## config.mk

```make
export PLATFORM = sky130hd
export DESIGN_NAME = ixr_seq
export DESIGN_NICKNAME = d
export VERILOG_FILES = /design/src/rtl/ixr_pkg.sv /design/src/rtl/ixr_demand.sv /design/src/rtl/ixr_timer.sv /design/src/rtl/ixr_coupler.sv /design/src/rtl/ixr_seq.sv
export SDC_FILE = /design/constraint.sdc
export NUM_CORES = 1
export LEC_CHECK = 0
export CORE_ASPECT_RATIO = 0.75
export CORE_MARGIN = 2
export CORE_UTILIZATION = 53
export CTS_BUF_LIST = sky130_fd_sc_hd__clkbuf_16
export CTS_CLUSTER_DIAMETER = 30
export DETAILED_ROUTE_END_ITERATION = 10
export MAX_ROUTING_LAYER = met4
export PLACE_DENSITY = 0.78
export SYNTH_ARGS = -nofsm -noshare
export SYNTH_HDL_FRONTEND = slang
export SYNTH_SLANG_ARGS = --single-unit
```

## constraint.sdc

```tcl
create_clock -name clk -period 6.94 [get_ports clk]
set_input_delay 1.388 -clock clk [delete_from_list [all_inputs] [get_ports clk]]
set_output_delay 1.388 -clock clk [all_outputs]
set_load 0.05 [all_outputs]
```

## src/rtl/ixr_pkg.sv

```systemverilog
package ixr_pkg;
  typedef enum logic [3:0] {
    S_IDLE,
    S_COLLECT,
    S_RAISE,
    S_SETTLE,
    S_ENABLE,
    S_FLUSH,
    S_DISABLE,
    S_LOWER,
    S_DONE
  } seq_state_t;
endpackage

```

## src/rtl/ixr_demand.sv

```systemverilog
module ixr_demand #(
  parameter int N_CHIP      = 4,
  parameter int GW_PER_CHIP = 4,
  localparam int NG = N_CHIP * GW_PER_CHIP,
  localparam int CW = $clog2(GW_PER_CHIP + 1),
  localparam int TW = $clog2(NG + 1)
) (
  input  logic [N_CHIP*CW-1:0] counts,
  output logic [NG-1:0]        mask,
  output logic [TW-1:0]        total
);
  logic [CW-1:0] clamp_w [N_CHIP];

  for (genvar c = 0; c < N_CHIP; c++) begin : g_chip
    always_comb begin
      if (counts[c*CW +: CW] > CW'(GW_PER_CHIP)) clamp_w[c] = CW'(GW_PER_CHIP);
      else                                       clamp_w[c] = counts[c*CW +: CW];
    end
    for (genvar j = 0; j < GW_PER_CHIP; j++) begin : g_gw
      assign mask[c*GW_PER_CHIP + j] = (CW'(j) < clamp_w[c]);
    end
  end

  always_comb begin
    total = '0;
    for (int c = 0; c < N_CHIP; c++) total = total + TW'(clamp_w[c]);
  end
endmodule

```

## src/rtl/ixr_timer.sv

```systemverilog
module ixr_timer #(
  parameter int LIMIT = 100,
  localparam int CNTW = $clog2(LIMIT + 1)
) (
  input  logic clk,
  input  logic rst,
  input  logic start,
  output logic expired
);
  logic            run_q;
  logic [CNTW-1:0] cnt_q;

  assign expired = run_q && (cnt_q == CNTW'(LIMIT - 1));

  always_ff @(posedge clk) begin
    if (rst) begin
      run_q <= 1'b0;
      cnt_q <= '0;
    end else if (start) begin
      run_q <= 1'b1;
      cnt_q <= '0;
    end else if (run_q) begin
      if (expired) run_q <= 1'b0;
      else         cnt_q <= cnt_q + 1'b1;
    end
  end


  cnt_range_chk: assert property (@(posedge clk) disable iff (rst)
    run_q |-> (cnt_q < CNTW'(LIMIT)));
endmodule

```

## src/rtl/ixr_coupler.sv

```systemverilog
module ixr_coupler #(
  parameter int NG = 16,
  localparam int TW = $clog2(NG + 1)
) (
  input  logic            clk,
  input  logic            rst,
  input  logic            load,
  input  logic [NG-1:0]   mask,
  input  logic [TW-1:0]   share,
  output logic [NG-1:0]   en,
  output logic [NG*TW-1:0] ratio
);
  for (genvar i = 0; i < NG; i++) begin : g_wr
    logic          en_q;
    logic [TW-1:0] sh_q;

    always_ff @(posedge clk) begin
      if (rst) begin
        en_q <= 1'b1;
        sh_q <= TW'(NG);
      end else if (load) begin
        en_q <= mask[i];
        sh_q <= mask[i] ? share : '0;
      end
    end

    assign en[i]            = en_q;
    assign ratio[i*TW +: TW] = sh_q;


    off_zero_chk: assert property (@(posedge clk) disable iff (rst)
      !en_q |-> (sh_q == '0));
  end
endmodule

```

## src/rtl/ixr_seq.sv

```systemverilog
module ixr_seq
  import ixr_pkg::*;
#(
  parameter int N_CHIP      = 4,
  parameter int GW_PER_CHIP = 4,
  parameter int SETTLE_CYC  = 100,
  parameter int LASER_STEP  = 3,
  localparam int NG = N_CHIP * GW_PER_CHIP,
  localparam int CW = $clog2(GW_PER_CHIP + 1),
  localparam int TW = $clog2(NG + 1),
  localparam int LW = $clog2(NG * LASER_STEP + 1)
) (
  input  logic                 clk,
  input  logic                 rst,
  input  logic                 rpt_valid,
  input  logic [N_CHIP*CW-1:0] rpt_counts,
  input  logic [NG-1:0]        gw_empty,
  output logic [NG-1:0]        gw_en,
  output logic [NG-1:0]        cpl_en,
  output logic [NG*TW-1:0]     cpl_share,
  output logic [LW-1:0]        laser_code,
  output logic [TW-1:0]        total_active,
  output logic                 busy,
  output logic                 done
);
  function automatic int popc(input logic [NG-1:0] v);
    int n = 0;
    for (int i = 0; i < NG; i++) n += int'(v[i]);
    return n;
  endfunction

  seq_state_t          state_q;
  logic [N_CHIP*CW-1:0] req_q;
  logic [NG-1:0]       nm_q, add_q, drop_q, gw_q;
  logic [TW-1:0]       nt_q, tot_q;
  logic [LW-1:0]       laser_q;
  logic                done_q;

  logic [NG-1:0]       dm_mask;
  logic [TW-1:0]       dm_total;
  logic                settle_done;
  logic                cpl_load;
  logic [NG-1:0]       cpl_mask;
  logic [TW-1:0]       cpl_sh_in;
  logic [NG-1:0]       union_w;

  ixr_demand #(.N_CHIP(N_CHIP), .GW_PER_CHIP(GW_PER_CHIP)) u_dem (
    .counts (req_q),
    .mask   (dm_mask),
    .total  (dm_total)
  );

  ixr_timer #(.LIMIT(SETTLE_CYC)) u_tmr (
    .clk     (clk),
    .rst     (rst),
    .start   (state_q == S_RAISE),
    .expired (settle_done)
  );

  assign union_w   = gw_q | nm_q;
  assign cpl_load  = (state_q == S_RAISE) || (state_q == S_LOWER);
  assign cpl_mask  = (state_q == S_RAISE) ? union_w : nm_q;
  assign cpl_sh_in = (state_q == S_RAISE) ? TW'(popc(union_w)) : nt_q;

  ixr_coupler #(.NG(NG)) u_cpl (
    .clk   (clk),
    .rst   (rst),
    .load  (cpl_load),
    .mask  (cpl_mask),
    .share (cpl_sh_in),
    .en    (cpl_en),
    .ratio (cpl_share)
  );

  always_ff @(posedge clk) begin
    if (rst) begin
      state_q <= S_IDLE;
      req_q   <= '0;
      nm_q    <= '0;
      nt_q    <= '0;
      add_q   <= '0;
      drop_q  <= '0;
      gw_q    <= '1;
      laser_q <= LW'(NG * LASER_STEP);
      tot_q   <= TW'(NG);
      done_q  <= 1'b0;
    end else begin
      done_q <= 1'b0;
      case (state_q)
        S_IDLE: begin
          if (rpt_valid) begin
            req_q   <= rpt_counts;
            state_q <= S_COLLECT;
          end
        end
        S_COLLECT: begin
          nm_q   <= dm_mask;
          nt_q   <= dm_total;
          add_q  <= dm_mask & ~gw_q;
          drop_q <= gw_q & ~dm_mask;
          if (|(dm_mask & ~gw_q))      state_q <= S_RAISE;
          else if (|(gw_q & ~dm_mask)) state_q <= S_FLUSH;
          else                         state_q <= S_DONE;
        end
        S_RAISE: begin
          laser_q <= LW'(popc(union_w) * LASER_STEP);
          state_q <= S_SETTLE;
        end
        S_SETTLE: begin
          if (settle_done) state_q <= S_ENABLE;
        end
        S_ENABLE: begin
          gw_q    <= gw_q | add_q;
          state_q <= (|drop_q) ? S_FLUSH : S_DONE;
        end
        S_FLUSH: begin
          if ((gw_empty & drop_q) == drop_q) state_q <= S_DISABLE;
        end
        S_DISABLE: begin
          gw_q    <= gw_q & ~drop_q;
          state_q <= S_LOWER;
        end
        S_LOWER: begin
          laser_q <= LW'(int'(nt_q) * LASER_STEP);
          state_q <= S_DONE;
        end
        S_DONE: begin
          tot_q   <= nt_q;
          done_q  <= 1'b1;
          state_q <= S_IDLE;
        end
        default: state_q <= S_IDLE;
      endcase
    end
  end

  assign gw_en        = gw_q;
  assign laser_code   = laser_q;
  assign total_active = tot_q;
  assign busy         = (state_q != S_IDLE);
  assign done         = done_q;


  busy_ignore_chk: assert property (@(posedge clk) disable iff (rst)
    (busy && rpt_valid) |=> $stable(req_q));


  enable_after_settle_chk: assert property (@(posedge clk) disable iff (rst)
    (state_q == S_ENABLE) |-> ($past(state_q) == S_SETTLE && $past(settle_done)));


  flush_hold_chk: assert property (@(posedge clk) disable iff (rst)
    ((state_q == S_FLUSH) && ((gw_empty & drop_q) != drop_q)) |=> $stable(gw_q));


  laser_move_chk: assert property (@(posedge clk) disable iff (rst)
    !$stable(laser_q) |-> ($past(state_q) == S_RAISE || $past(state_q) == S_LOWER));


  laser_cover_chk: assert property (@(posedge clk) disable iff (rst)
    int'(laser_q) >= popc(gw_q) * LASER_STEP);


  gw_cpl_chk: assert property (@(posedge clk) disable iff (rst)
    (gw_q & ~cpl_en) == '0);
endmodule

```

# After elaboration in Yosys (flattened, before gate mapping)
# Index checks and enable logic that the tools add are counted.
totals:
  word_cells: 156
  output_inout_bits: 125
  inputBits: 31
  register_bits: 201
op_classes:
  n_addsub: 19
  n_lt_le_gt_ge: 20
  multipliers: 2
  reduce_logical: 13
  eq_ne: 13
  n_mux: 35
  n_bitwise: 10
ops:
  columns: ["cell", "n"]
  rows:
  - ["$mux 5", 17]
  - ["$and 16x16->16", 4]
  - ["$not 16->16", 3]
  - ["$reduce_or 16->1", 3]
  - ["$or 16x16->16", 2]
  - ["$pmux 16 s2", 1]
  - ["$pmux 4 s8", 1]
  - ["$lt 1x3->1 const A", 8]
  - ["$lt 2x3->1 const A", 8]
  - ["$mux 4", 6]
  - ["$add 15x1->16", 1]
  - ["$eq 16x16->1", 1]
  - ["$eq 4x3->1 const B", 4]
  - ["$mul 16x2->6 const B", 1]
  - ["$mux 16", 1]
  - ["$add 14x1->15", 1]
  - ["$add 13x1->14", 1]
  - ["$add 12x1->13", 1]
  - ["$add 11x1->12", 1]
  - ["$gt 3x3->1 const B", 4]
  - ["$mux 3", 4]
  - ["$pmux 6 s2", 1]
  - ["$add 10x1->11", 1]
  - ["$add 5x3->5", 2]
  - ["27 further kinds", 35]

# Depth between registers and ports, before layout
# Gate-level depths: netlist of run 1.
depth:
  word_depth: 18
  mapped_depth: 19
  ltp_nobuf: 19

# By module
# From an unflattened synthesis of run 1, not the netlist that was laid out.
unflattened:
  cells_unflattened: 1091
  hier_area_um2: 10133.5
by_module_without_submodules:
  columns: ["mod", "instances", "area_each_um2", "seq_area_each_um2", "cells_each"]
  rows:
  - ["ixr_seq", 1, 5167.5, 1941.9, 641]
  - ["ixr_coupler", 1, 4209.0, 1921.8, 359]
  - ["ixr_demand", 1, 382.9, 0.0, 49]
  - ["ixr_timer", 1, 374.1, 160.2, 42]

# Worst setup path after synthesis of run 1
# No wires, ideal clock.
synth_path:
  path_kind: "register to register"
  startpoint: "register gw_q[5] (netlist: gw_en[5])"
  endpoint: "register laser_q[5] (netlist: laser_code[5])"
  path_slack_ps: 1531
  path_stages_with_launch: 19
  n_path_buf: 0
  required_ps: 6882
  period_less_slack_ps: 5409
  arrival_ps: 5351
  setup_ps: 58
  cell_sequence: "dfxtp_1 nor2_1 fa_1 inv_1 fa_1 fa_1 inv_1 fa_1 inv_1 ha_1 fa_1 xor2_1 inv_1 fa_1 nor2_1 a21oi_1 or4_1 nand3_1 a21o_1"
synth_between:
  elab_chain_cells: 14
synth_rtl:
  columns: ["item", "line", "source"]
  rows:
  - ["start: declaration", "ixr_seq.sv:34", "logic [NG-1:0] nm_q, add_q, drop_q, gw_q;"]
  - ["start signal: assignment", "ixr_seq.sv:113", "gw_q <= gw_q | add_q;"]
  - ["start signal: assignment", "ixr_seq.sv:120", "gw_q <= gw_q & ~drop_q;"]
  - ["$or 16x16->16", "ixr_seq.sv:60", "assign union_w = gw_q | nm_q;"]
  - ["$add 5x1->6", "ixr_seq.sv:28", "for (int i = 0; i < NG; i++) n += int'(v[i]);"]
  - ["$add 6x1->7", "ixr_seq.sv:28", null]
  - ["$add 7x1->8", "ixr_seq.sv:28", null]
  - ["$add 8x1->9", "ixr_seq.sv:28", null]
  - ["$add 9x1->10", "ixr_seq.sv:28", null]
  - ["$add 10x1->11", "ixr_seq.sv:28", null]
  - ["$add 11x1->12", "ixr_seq.sv:28", null]
  - ["$add 12x1->13", "ixr_seq.sv:28", null]
  - ["$add 13x1->14", "ixr_seq.sv:28", null]
  - ["$add 14x1->15", "ixr_seq.sv:28", null]
  - ["$add 15x1->16", "ixr_seq.sv:28", null]
  - ["$mul 16x2->6", "ixr_seq.sv:106", "laser_q <= LW'(popc(union_w) * LASER_STEP);"]
  - ["$pmux 6 s2", "ixr_seq.sv:89", "case (state_q)"]
  - ["end signal: assignment", "ixr_seq.sv:84", "laser_q <= LW'(NG * LASER_STEP);"]
  - ["end signal: assignment", "ixr_seq.sv:106", null]
  - ["end signal: assignment", "ixr_seq.sv:124", "laser_q <= LW'(int'(nt_q) * LASER_STEP);"]
  - ["end: declaration", "ixr_seq.sv:36", "logic [LW-1:0] laser_q;"]
# No other way between the ends.
# A chain may end at the register's enable or synchronous reset.

# Worst setup path after layout of run 1
layout_path:
  startpoint: "register gw_q[1] (netlist: gw_en[1])"
  endpoint: "register laser_q[5] (netlist: laser_code[5])"
layout_between:
  elab_chain_cells: 18
layout_rtl:
  columns: ["item", "line"]
  rows:
  - ["$or 16x16->16", "ixr_seq.sv:60"]
  - ["$add 1x1->2", "ixr_seq.sv:28"]
  - ["$add 2x1->3", "ixr_seq.sv:28"]
  - ["$add 3x1->4", "ixr_seq.sv:28"]
  - ["$add 4x1->5", "ixr_seq.sv:28"]
  - ["$add 5x1->6", "ixr_seq.sv:28"]
  - ["$add 6x1->7", "ixr_seq.sv:28"]
  - ["$add 7x1->8", "ixr_seq.sv:28"]
  - ["[2 not listed]", null]
  - ["$add 10x1->11", "ixr_seq.sv:28"]
  - ["$add 11x1->12", "ixr_seq.sv:28"]
  - ["$add 12x1->13", "ixr_seq.sv:28"]
  - ["$add 13x1->14", "ixr_seq.sv:28"]
  - ["$add 14x1->15", "ixr_seq.sv:28"]
  - ["$add 15x1->16", "ixr_seq.sv:28"]
  - ["$mul 16x2->6", "ixr_seq.sv:106"]
  - ["$pmux 6 s2", "ixr_seq.sv:89"]
# No other way between the ends.

==> results of run 1 <==
power breakdown:
part / switching (mW) / total, mW / internal, mW
clock: 0.581 / 1.62 / 1.03
combinational: 1.11 / 1.64 / 0.521
sequential: 0.198 / 1.54 / 1.34
cell usage after synthesis, drive strengths merged, types with 9 or more instances:
| master | number |
|---|---|
| dfxtp | 201 |
| nor2 | 156 |
| nand2 | 108 |
| a21oi | 97 |
| a22oi | 65 |
| clkbuf | 53 |
| inv | 42 |
| buf | 34 |
| or2 | 25 |
| nor3 | 23 |
| a211oi | 19 |
| ha | 19 |
| a211o | 17 |
| fa | 17 |
| mux2i | 17 |
| nand3 | 17 |
| a221o | 16 |
| nor2b | 11 |
| a21boi | 9 |
| nand2b | 9 |
| o22ai | 9 |
| xnor2 | 9 |
path summary, 6_finish.rpt:
| check | start | end | slack, ps | depth (start not counted) |
|---|---|---|---|---|
| hold / removal | add_q[2] | add_q[2] | 460 | 2 |
| setup reg to reg | gw_en[1] | laser_code[5] | 1320 | 17 |
| setup / recovery | gw_en[1] | laser_code[5] | 1320 | 17 |
| hold reg to reg | add_q[2] | add_q[2] | 460 | 2 |
sequential cells by signal, indices dropped and copies added, names as in the netlist:
signal	cells
done	1
gw_en	16
u_tmr.run_q	1
add_q	16
u_cpl.g_wr.en_q	16
total_active	5
drop_q	16
req_q	12
nt_q	5
u_tmr.cnt_q	7
u_cpl.g_wr.sh_q	80
nm_q	16
state_q	4
laser_code	6
worst min-delay path: stages, from the launching register on:
cell and delay, ps:
sky130_fd_sc_hd__dfxtp_1 310, sky130_fd_sc_hd__nand2_1 50, sky130_fd_sc_hd__a21oi_1 50
cell families (layout without fill, tap and decap cells):
kind of cell,count (synthesis),in the layout
compound gates,262,262
buf+inv,129,266
xor+xnor,17,17
flops,201,201
fa+ha+maj,36,36
simple gates,373,373
mux,18,18
routing by layer:
| layer | track usage, % | vias up | wire length, um |
|---|---|---|---|
| met5 | - | - | 0 |
| met2 | 43.1 | 351 | 11400 |
| met3 | 7.47 | 47 | 2400 |
| met1 | 38.2 | 3801 | 11100 |
| li1 | - | 3821 | - |
| met4 | 8.58 | 0 | 535 |
area by class of cell:
type	instances	share of cell area, %
well taps	215	2.32
clock inverters	24	2.02
repair buffers	165	14.0
clock buffers	35	7.56
flip-flops and latches	201	34.7
inverters	42	1.36
multi-input cells	706	38.0
==> results.json, run 1 <==
{
  "hold_viol": 0,
  "synth.yosys.seq_area_share_pct": 44.7,
  "vdd.ir_drop.worst_mv": 0.270,
  "final_util_pct": 69.3,
  "dr.pass1.iters": 7,
  "globalplace.congestion": 0.905,
  "num_antenna_cells": 0,
  "numClockSinks": 201,
  "design_power_total_mw": 4.79,
  "die_width_um": 154,
  "timing.hold.worst.class": "reg2reg",
  "synthesis.area_per_instance_sq_um": 8.68,
  "post_dp_hpwl_mm": 16.9,
  "type_of_destination_of_the_critical_path": "flip-flop",
  "post_cts_resize_count": 0,
  "status": "finished clean",
  "cp_cell_sequence": "or2_2 -> fa_1 -> fa_1 -> fa_1 -> inv_1 -> fa_1 -> inv_1 -> ha_1 -> fa_1 -> xor2_1 -> inv_1 -> fa_1 -> nor2_1 -> a21oi_1 -> or4_1 -> nand3_1 -> a21o_1",
  "synth_edf_count": 0,
  "synth.area.mux_share_pct": 2.02,
  "die_h_um": 117,
  "grt_overflow": 0,
  "mostFrequentLayoutCells": "sky130_fd_sc_hd__dfxtp_1, sky130_fd_sc_hd__clkdlybuf4s50_1, sky130_fd_sc_hd__nor2_1, sky130_fd_sc_hd__nand2_1, sky130_fd_sc_hd__a21oi_1",
  "placed_cells": 1329,
  "syn-cell-area_sq_um": 9000,
  "design.core.area_sq_um": 16700,
  "timing.critical_path.buf_inv": 3,
  "final_number_of_max_transition_violations": 0,
  "drv.max_cap_violation_count": 0,
  "drive_above_1_share_pct": 7.84,
  "clkTransAtPathRegs_ps": 50,
  "grt_usage_pct": 28.6,
  "routed_wirelength_mm": 25.5,
  "syn2layout_area_growth_pct": 28.8,
  "crit_path_max_delay_cell_type": "sky130_fd_sc_hd__fa_1",
  "final_critical_path_setup_slack_ps": 1320,
  "post_cts.repair.setup_buffers": 0,
  "pin_count_of_the_biggest_net_entering_global_routing": 99,
  "slowest_delay_ps": 550,
  "root_buffer": "sky130_fd_sc_hd__clkbuf_16",
  "detailedRoute.firstIterationViolations": 699,
  "io_pins": 156,
  "data_arrival_time_of_the_critical_path_ps": 6040,
  "vias": 8020,
  "worst_slew_pin_slew_ps": 1140,
  "netlist.area_leader.share_pct": 44.7,
  "final_setup_vio_count": 0,
  "worst_setup_path_start_kind": "flip-flop",
  "nNetsFinal": 1217,
  "grt_pass1_wl_mm": 39.8,
  "critical_path.most_common_cell": "sky130_fd_sc_hd__fa_1",
  "vias_in_the_first_global_route": 7332,
  "fp.dieArea_sq_um": 18000,
  "final_area_sq_um": 11600,
  "fin_tns_setup_ps": 0,
  "synth_ff_type": "sky130_fd_sc_hd__dfxtp_1",
  "clock_latency_ps": 490,
  "fmax_ghz": 0.178,
  "cts_buffer_depth": 3,
  "cts.hold.buffers_added": 0,
  "synth_compound_area_share_pct": 19.8,
  "numCtsBuffers": 34,
  "vias_per_cell": 5.78,
  "ctsHtreeMaxLevel": 2,
  "post_synth_and_or_nand_nor_area_fraction_pct": 19.0,
  "grt_setup_unrepaired": "false",
  "critical_path_required_ps": 7370,
  "filler_cell_count": 1340,
  "netlist-cell-type-count": 58,
  "ys.warnings.count": 0,
  "layout_commonest_cell": "sky130_fd_sc_hd__dfxtp_1",
  "fin_worst_skew_ps": 27.8,
  "initial_utilization_pct": 53.8,
  "finalCritPeriodShare_pct": 81.0,
  "route.detailed.wl_per_inst_um": 18.3,
  "critical_path_class": "reg2reg",
  "sequential_cell_area_sq_um": 4020,
  "cts_tree": "yes",
  "buffer_ports.inserted": 155,
  "grt_antenna_before_repair": 0,
  "route.antenna.remaining_nets": 0,
  "synth.net_count": 1103,
  "post_place_instance_area_sq_um": 10500,
  "synth.ff_latch_count": 201,
  "shortest_clock_period_the_worst_path_allows_after_layout_ps": 5620,
  "postSynthCellCount": 1036,
  "post_layout_instance_count_excluding_filler_cells": 1388,
  "synth.area.top_cells": "sky130_fd_sc_hd__dfxtp_1, sky130_fd_sc_hd__nor2_1, sky130_fd_sc_hd__a22oi_1, sky130_fd_sc_hd__a21oi_1, sky130_fd_sc_hd__nand2_1",
  "multi_input_comb_area_sq_um": 4410,
  "hold-worst-slack_ps": 458,
  "synth_top_family_by_area": "compound AO/OA/AOI/OAI gates",
  "power_density_nw_per_um2": 414,
  "core.rowCount": 41,
  "slew_headroom_pct": 23.7,
  "worst_path_dominant_cell_family": "adder cells",
  "ys_async_sr_fraction_pct": 0,
  "cell_accounting_for_the_most_synthesized_area": "sky130_fd_sc_hd__dfxtp_1",
  "post_synth_xor_area_fraction_pct": 1.65,
  "synth_adder_area_share_pct": 6.42,
  "detail_route.drc_violations": 0,
  "preCtsSetupSlack_ps": 1460,
  "worstPathMaxFanout": 8,
  "leakage_power_nw": 4.51
}
(Power assumes the default switching activity.)
==> run 2: changes to the inputs <==
==> constraint.sdc (replaced) <==
create_clock -name clk -period 5.4 [get_ports clk]
set_input_delay 1.08 -clock clk [delete_from_list [all_inputs] [get_ports clk]]
set_output_delay 1.08 -clock clk [all_outputs]
set_load 0.05 [all_outputs]
==> results.json, run 2 (same netlist as run 1, synthesis figures left out) <==
{
  "slew_headroom_pct": 22.0,
  "pin_count_of_the_biggest_net_entering_global_routing": 100,
  "top_reg_by_flops": "u_cpl.g_wr.sh_q",
  "worst_slew_pin_slew_ps": 1170,
  "met3_wirelength_mm": 2.10,
  "route.antenna.remaining_nets": 0,
  "clock_latency_ps": 550,
  "grt_antenna_before_repair": 0,
  "numClockSinks": 201,
  "reg2reg_from": "gw_en[11]",
  "cts_buffer_depth": 3,
  "status": "finished clean",
  "globalplace.congestion": 0.918,
  "vias_per_cell": 5.78,
  "final_setup_vio_count": 0,
  "vdd.ir_drop.worst_mv": 0.293,
  "min-delay-start": "u_cpl.g_wr[13].en_q",
  "slowest_delay_ps": 530,
  "critical_path_required_ps": 5870,
  "syn2layout_area_growth_pct": 28.4,
  "initial_utilization_pct": 53.8,
  "die_width_um": 154,
  "worstPathMaxFanout": 5,
  "clkTransAtPathRegs_ps": 60,
  "cellInternalPower_mw": 3.56,
  "root_buffer": "sky130_fd_sc_hd__clkbuf_16",
  "design.core.area_sq_um": 16700,
  "dr.pass1.iters": 5,
  "core.rowCount": 41,
  "layout_commonest_cell": "sky130_fd_sc_hd__dfxtp_1",
  "numCtsBuffers": 31,
  "cp_cell_sequence": "or2_2 -> fa_1 -> inv_1 -> fa_1 -> inv_1 -> fa_1 -> inv_1 -> fa_1 -> inv_1 -> ha_1 -> fa_1 -> xor2_2 -> inv_1 -> fa_2 -> nor2_2 -> a21oi_1 -> or4_1 -> nand3_1 -> a21o_1",
  "critical_path_class": "reg2reg",
  "leakage_power_nw": 4.49,
  "maxUsedRoutingLayer": "met4",
  "grt_setup_unrepaired": "false",
  "ctsHtreeMaxLevel": 1,
  "vias": 8056,
  "route.detailed.wl_per_inst_um": 17.9,
  "nNetsFinal": 1220,
  "comb_power_share_pct": 35.3,
  "fmax_ghz": 0.193,
  "power.switching_fraction_pct": 40.6,
  "drv.max_cap_violation_count": 0,
  "grt_usage_pct": 28.0,
  "routedLengthMet1_mm": 11.2,
  "fp.dieArea_sq_um": 18000,
  "grt_overflow": 0,
  "cts.hold.buffers_added": 0,
  "largest_register_ff_count": 80,
  "timing.hold.worst.class": "reg2reg",
  "routed_wirelength_mm": 25.0,
  "crit_path_max_delay_cell_type": "sky130_fd_sc_hd__fa_1",
  "wl_met2_mm": 11.3,
  "filler_cell_count": 1358,
  "worst-r2r-setup-slack_ps": 210,
  "data_arrival_time_of_the_critical_path_ps": 5670,
  "vias_in_the_first_global_route": 7438,
  "io_pins": 156,
  "finalCritPeriodShare_pct": 96.2,
  "grt_pass1_wl_mm": 39.6,
  "mostFrequentLayoutCells": "sky130_fd_sc_hd__dfxtp_1, sky130_fd_sc_hd__clkdlybuf4s50_1, sky130_fd_sc_hd__nor2_1, sky130_fd_sc_hd__nand2_1, sky130_fd_sc_hd__a21oi_1",
  "share_clk_of_total_power_pct": 31.8,
  "fin_worst_skew_ps": 21.3,
  "drive_above_1_share_pct": 8.66,
  "type_of_destination_of_the_critical_path": "flip-flop",
  "die_h_um": 117,
  "shortest_clock_period_the_worst_path_allows_after_layout_ps": 5190,
  "fin_tns_setup_ps": 0,
  "seq_power_share_pct": 32.9,
  "num_antenna_cells": 0,
  "detail_route.drc_violations": 0,
  "design_power_total_mw": 6.00,
  "critical_path.startpoint": "gw_en[11]",
  "power_density_nw_per_um2": 519,
  "p_sw_mw": 2.43,
  "post_dp_hpwl_mm": 16.8,
  "detailedRoute.firstIterationViolations": 757,
  "hold_viol": 0,
  "final_number_of_max_transition_violations": 0,
  "cts_tree": "yes",
  "buffer_ports.inserted": 155,
  "worst_setup_path_start_kind": "flip-flop"
}
==> run 2: cell count changes in the layout (fill, tap and decap cells not counted), moves of 2 or more <==
| cell | previous run | this run |
|---|---|---|
| sky130_fd_sc_hd__buf_4 | 11 | 17 |
| sky130_fd_sc_hd__clkbuf_16 | 35 | 31 |
| sky130_fd_sc_hd__clkinv_1 | 5 | 2 |
| sky130_fd_sc_hd__inv_6 | 2 | 5 |
| sky130_fd_sc_hd__clkinvlp_4 | 4 | 6 |
| sky130_fd_sc_hd__inv_1 | 43 | 45 |
==> run 2: worst paths after layout <==
path / to / cells past startpoint
worst max-delay path: laser_code[5] / 19
worst min-delay path: u_cpl.g_wr[13].en_q / 1
worst max register to register: laser_code[5] / 19
worst min register to register: u_cpl.g_wr[13].en_q / 1
==> run 2: area by class of cell <==
type                    count  area (sq um)  area share (%)
repair buffers            171          1670            14.4
well taps                 215           269            2.33
multi-input cells         706          4420            38.2
inverters                  42           158            1.36
clock buffers              31           776            6.72
clock inverters            27           236            2.05
flip-flops and latches    201          4030            34.8
==> run 2: critical path: cells and delay by family (launching register included) <==
kind | cells | cell delay, ps
AND/OR/NAND/NOR | 4 | 940
adder cells (fa/ha/maj) | 7 | 3110
AO/OA/AOI/OAI | 2 | 140
buffers and inverters | 5 | 340
flip-flops | 1 | 310
XOR/XNOR | 1 | 270
==> run 2: timing repair <==
| item | CTS | global route |
|---|---|---|
| endpoints found under the setup margin | 0 | 1 |
| gates resized for setup | 0 | 2 |
| buffers inserted | 0 | 1 |
==> run 2: power by group through the flow <==
stage | logic [mW] | registers, mW | clock network [mW]
after floorplan | 1.35 | 2.13 | 0
after global placement | 2.05 | 1.98 | 0
after detailed placement | 2.07 | 1.99 | 0
after CTS | 2.09 | 1.96 | 1.93
after global routing | 2.28 | 2.00 | 2.00
final | 2.12 | 1.98 | 1.91
==> run 2: metal layers <==
layer  track usage (%)  up-vias
met5                 -        -
met4              5.06        0
met3              6.22       36
met2              42.8      310
met1              38.9     3893
li1                  -     3817
==> run 2: through the flow <==
step / instance area, sq um / std cells / hold slack (ps) / util [%] / setup WS (ps)
after floorplan: 9010 / 1036 / 437 / - / 76.9
after global placement: 10500 / 1334 / 444 / 62.9 / 230
after detailed placement: 10500 / 1334 / 450 / 62.9 / 168
after CTS: 11500 / 1392 / 464 / 69.0 / 135
after global routing: 11600 / 1393 / 481 / 69.1 / 18.5
final: 11600 / 1393 / 462 / 69.1 / 207
